## config.mk

```make
export PLATFORM = sky130hd
export DESIGN_NAME = mubi_guard
export DESIGN_NICKNAME = d
export VERILOG_FILES = /design/src/rtl/mubi_guard_pkg.sv /design/src/rtl/mubi_field_check.sv /design/src/rtl/bus_repeat_det.sv /design/src/rtl/status_bank.sv /design/src/rtl/mubi_guard.sv
export SDC_FILE = /design/constraint.sdc
export NUM_CORES = 1
export LEC_CHECK = 0
export BUFFER_PORTS_ARGS = -buffer_cell sky130_fd_sc_hd__buf_2
export CORE_ASPECT_RATIO = 0.7
export CORE_MARGIN = 4
export CORE_UTILIZATION = 40
export CTS_CLUSTER_DIAMETER = 200
export CTS_CLUSTER_SIZE = 16
export DETAILED_ROUTE_END_ITERATION = 7
export GPL_TIMING_DRIVEN = 0
export PLACE_DENSITY = 0.78
export SYNTH_ARGS = -nofsm -noshare
export SYNTH_HDL_FRONTEND = slang
export SYNTH_HIERARCHICAL = 1
export SYNTH_SLANG_ARGS = --single-unit
```

## constraint.sdc

```tcl
create_clock -name clk_i -period 1.6 [get_ports clk_i]
set_input_delay 0.08 -clock clk_i [delete_from_list [all_inputs] [get_ports clk_i]]
set_output_delay 0.08 -clock clk_i [all_outputs]
set_load 0.005 [all_outputs]
```

## src/rtl/mubi_guard_pkg.sv

```systemverilog
package mubi_guard_pkg;

    localparam int NFLD = 10;
    localparam int FW   = 4;
    localparam int SW   = 32;

    localparam logic [FW-1:0] MB_TRUE  = 4'h6;
    localparam logic [FW-1:0] MB_FALSE = 4'h9;

    localparam int F_OVR_MODE = 6;
    localparam int F_OVR_INS  = 7;

    localparam int B_SM_FAIL = 12;
    localparam int B_BUS_REP = 13;
    localparam int B_THR_CFG = 14;
    localparam int B_WR_FULL = 15;
    localparam int B_EARLY   = 16;

    typedef enum logic [1:0] {
        CMP_EMPTY = 2'b01,
        CMP_HOLD  = 2'b10
    } cmp_state_e;

    function automatic int fld_pos(input int k);
        if (k < 4)       return k;
        else if (k == 4) return 5;
        else             return k + 2;
    endfunction

    function automatic logic [SW-1:0] stat_mask();
        logic [SW-1:0] m;
        m = '0;
        for (int k = 0; k < NFLD; k++) m[fld_pos(k)] = 1'b1;
        for (int b = B_SM_FAIL; b <= B_EARLY; b++) m[b] = 1'b1;
        return m;
    endfunction

endpackage

```

## src/rtl/mubi_field_check.sv

```systemverilog
module mubi_field_check
    import mubi_guard_pkg::*;
(
    input  logic [NFLD*FW-1:0] fields_i,
    output logic [NFLD-1:0]    true_o,
    output logic [NFLD-1:0]    bad_o
);

    for (genvar k = 0; k < NFLD; k++) begin : g_fld
        logic [FW-1:0] val;
        assign val       = fields_i[k*FW +: FW];
        assign true_o[k] = (val == MB_TRUE);
        assign bad_o[k]  = (val != MB_TRUE) && (val != MB_FALSE);
    end

endmodule

```

## src/rtl/bus_repeat_det.sv

```systemverilog
module bus_repeat_det
    import mubi_guard_pkg::*;
#(
    parameter int DW = 32
) (
    input  logic          clk_i,
    input  logic          rst_ni,
    input  logic          vld_i,
    input  logic [DW-1:0] data_i,
    output logic          repeat_o
);

    cmp_state_e    state_q, state_d;
    logic [DW-1:0] prev_q;

    // state register
    always_ff @(posedge clk_i or negedge rst_ni) begin
        if (!rst_ni) begin
            state_q <= CMP_EMPTY;
            prev_q  <= '0;
        end else begin
            state_q <= state_d;
            if (vld_i) prev_q <= data_i;
        end
    end

    // next state and output
    always_comb begin
        state_d  = state_q;
        repeat_o = 1'b0;
        unique case (state_q)
            CMP_EMPTY: begin
                if (vld_i) state_d = CMP_HOLD;
            end
            CMP_HOLD: begin
                repeat_o = vld_i && (data_i == prev_q);
            end
            default: state_d = CMP_EMPTY;
        endcase
    end

endmodule

```

## src/rtl/status_bank.sv

```systemverilog
module status_bank
    import mubi_guard_pkg::*;
(
    input  logic          clk_i,
    input  logic          rst_ni,
    input  logic [SW-1:0] set_i,
    input  logic          we_i,
    input  logic [SW-1:0] wdata_i,
    output logic [SW-1:0] stat_o,
    output logic          alert_o
);

    localparam logic [SW-1:0] MASK = stat_mask();

    logic [SW-1:0] stat_q, stat_d, keep;
    logic          alert_q;

    always_comb begin
        keep   = we_i ? wdata_i : '1;
        stat_d = ((stat_q & keep) | set_i) & MASK;
    end

    always_ff @(posedge clk_i or negedge rst_ni) begin
        if (!rst_ni) begin
            stat_q  <= '0;
            alert_q <= 1'b0;
        end else begin
            stat_q  <= stat_d;
            alert_q <= |(stat_d & ~stat_q);
        end
    end

    assign stat_o  = stat_q;
    assign alert_o = alert_q;

endmodule

```

## src/rtl/mubi_guard.sv

```systemverilog
module mubi_guard
    import mubi_guard_pkg::*;
#(
    parameter int DW = 32
) (
    input  logic               clk_i,
    input  logic               rst_ni,
    input  logic [NFLD*FW-1:0] cfg_fields_i,
    input  logic               sm_fail_i,
    input  logic               thr_cfg_err_i,
    input  logic               early_dis_i,
    input  logic               dbus_vld_i,
    input  logic [DW-1:0]      dbus_data_i,
    input  logic               fw_wr_i,
    input  logic               fw_full_i,
    input  logic               reg_we_i,
    input  logic [SW-1:0]      reg_wdata_i,
    output logic [SW-1:0]      reg_rdata_o,
    output logic [NFLD-1:0]    dec_o,
    output logic               alert_o
);

    logic [NFLD-1:0] fld_true, fld_bad;
    logic            bus_rep;
    logic [SW-1:0]   hw_set;

    mubi_field_check u_fld (
        .fields_i (cfg_fields_i),
        .true_o   (fld_true),
        .bad_o    (fld_bad)
    );

    bus_repeat_det #(.DW(DW)) u_rep (
        .clk_i    (clk_i),
        .rst_ni   (rst_ni),
        .vld_i    (dbus_vld_i),
        .data_i   (dbus_data_i),
        .repeat_o (bus_rep)
    );

    always_comb begin
        hw_set = '0;
        for (int k = 0; k < NFLD; k++) hw_set[fld_pos(k)] = fld_bad[k];
        hw_set[B_SM_FAIL] = sm_fail_i;
        hw_set[B_BUS_REP] = bus_rep;
        hw_set[B_THR_CFG] = thr_cfg_err_i;
        hw_set[B_WR_FULL] = fw_wr_i && fw_full_i
                            && fld_true[F_OVR_MODE] && fld_true[F_OVR_INS];
        hw_set[B_EARLY]   = early_dis_i;
    end

    status_bank u_stat (
        .clk_i   (clk_i),
        .rst_ni  (rst_ni),
        .set_i   (hw_set),
        .we_i    (reg_we_i),
        .wdata_i (reg_wdata_i),
        .stat_o  (reg_rdata_o),
        .alert_o (alert_o)
    );

    assign dec_o = fld_true;

endmodule

```

==> flow_summary_export.csv <==
group,metric,value,unit
status,status,"finished, violations left",
status,violations,"hold timing, setup timing",
sta,rsz0062_at_grt,"true",
finish,drive_gt1_share,49.9,%
worst_setup_path,start_kind,"flip-flop",
sta,final.setup_skew,0.00762,ns
sta,period_needed,1.80,ns
placement,dp_hpwl,5250,um
die,core,6400,um2
clock_network,cts.sinks,50,
global_routing,grt_max_degree,51,
finish,final_cells,490,
power_and_ir_drop,p_total,2760,uW
route,antenna_left,0,
yosys,ys.warnings.count,6,
finish,syn_to_final_growth,38.7,%
clock_network,cts_tree,"done",
clock_network,insertion_delay,0.30,ns
global_routing,grt.total_usage,16.1,%
route,first_iter_violations,33,
sta,drv_slew,0,
sta,worstMarginPinSlew,1.10,ns
die,initial_core_util,42.4,%
placement,io_buffers,120,
worst_setup_path,crit_path_max_fanout,2,
placement,dpl_worst_slack,-0.223,ns
yosys,syn_area,2710,um2
route,dr.pass1.iters,4,
die,io_pins,156,
worst_setup_path,end_kind,"flip-flop",
route,wl,6550,um
worst_setup_path,path_class,"flip-flop to flip-flop",
power_and_ir_drop,p_leak,0.00186,uW
sta,setup_slack,-0.202,ns
finish,insertedDiodeCount,0,
run,drv_cap,0,
sta,period_share,113,%
power_and_ir_drop,worst_ir_drop_vdd,0.372,mV
clock_network,root_buffer,"clkbuf_8",
global_routing,grt_pass1_vias,2375,
sta,setup_viol,1,
clock_network,clockBufferDepth,2,
clock_network,path_clk_slew,0.09,ns
global_routing,overflow,0,
sta,fmax,555,MHz
worst_setup_path,required,1.83,ns
die,fp.dieW,106,um
yosys,avgSynthCellArea,11.3,um2
sta,setup_tns,-0.202,ns
min_path,hold_class,"input port to asynchronous set/reset pin",
placement,gp_congestion,0.749,
global_routing,grt_pass1_wl,10800,um
power_and_ir_drop,cellPowerDensity,734,nW/um2
finish,nets,512,
route,viasPerCell,4.63,
clock_network,cts_made_buffers,5,
route,wl_per_cell,13.4,um
route,drc,0,
route,dr_total_vias,2270,
die,dieArea,8180,um2
global_routing,antenna_found_initial,0,
die,die_y,76.9,um
sta,slew_headroom,26.4,%
worst_setup_path,ff2ff_setup_slack,-0.20,ns
placement,dp_cells,466,
die,rows,24,
worst_setup_path,arrival,2.03,ns
yosys,syn_inst,239,
clock_network,cts_max_level,2,
sta,whs,-0.00996,ns
sta,timing_hold_violations_final,5,
==> layout by cell type (no fill, tap or decap), drive strengths merged, types with 3 or more instances in the layout <==
cell type	n
nor4	5
dlygate4sd3	17
inv	16
o21ai	15
and4bb	20
dfrtp	49
xor2	16
mux2	32
conb	17
o22ai	5
nand2	10
nand2b	6
nand4	4
clkbuf	7
buf	142
xnor2	16
nand3	3
nor2	10
==> flip-flops by register name, summed over array words and instances (netlist names) <==
name            cells
u_rep/prev_q       32
u_stat/stat_o      15
u_rep/state_q       2
u_stat/alert_o      1
==> critical path, stage by stage, from the launching register on <==
cell and delay (ns):
dfrtp_1 0.39, xnor2_1 0.15, nand4_1 0.14, or4_4 0.55, nor3_2 0.12, inv_1 0.08, o22ai_2 0.15, nor4_2 0.07
nand3_1 0.08
==> what timing repair did <==
item,CTS,global route
gates resized for setup,3,2
pin swaps,3,3
endpoints found under the setup margin,1,2
setup buffers,0,0
endpoints found under the hold margin,14,0
hold buffers,17,0
==> layout make-up <==
class                      instances  area, um2
fill                             575       2630
multi-input combinational        166       1330
sequential                        50       1250
timing repair buffer             137        771
buffer                            22        153
tap                               91        114
clock buffer                       7       76.3
inverter                          17       63.8
==> through the flow <==
| step | area [um2] | util, % | hold slack [ns] |
|---|---|---|---|
| after floorplan | 2770 | - | -0.216 |
| after global placement | 3490 | 54.5 | 0.277 |
| after detailed placement | 3490 | 54.5 | 0.288 |
| after CTS | 3750 | 58.6 | 0.00275 |
| after global routing | 3760 | 58.8 | 0.0169 |
| final | 3760 | 58.8 | -0.00996 |
==> layer usage <==
metal  vias up  wire length [um]  track usage, %
met5         -                 0               0
met3         9               418            3.86
met2        71              3220            27.6
met4         0                68            3.96
li1       1124                 -               -
met1      1066              2850            20.6
==> path summary, 6_finish.rpt <==
path,startpoint,end,depth (start not counted)
max in group asynchronous,rst_ni,u_rep/prev_q[18],1
min in group clk_i,reg_wdata_i[2],u_stat/stat_o[2],3
hold reg to reg,u_stat/stat_o[10],u_stat/stat_o[10],2
setup reg to reg,u_rep/prev_q[8],u_stat/alert_o,8
setup / recovery,u_rep/prev_q[8],u_stat/alert_o,8
hold / removal,rst_ni,u_rep/prev_q[2],1
==> power breakdown <==
group / internal, uW / switching [uW] / total, uW
clock network: 302 / 382 / 684
registers: 1390 / 72.5 / 1470
logic: 360 / 253 / 613
Note: power is estimated with default switching activity, not from simulation.
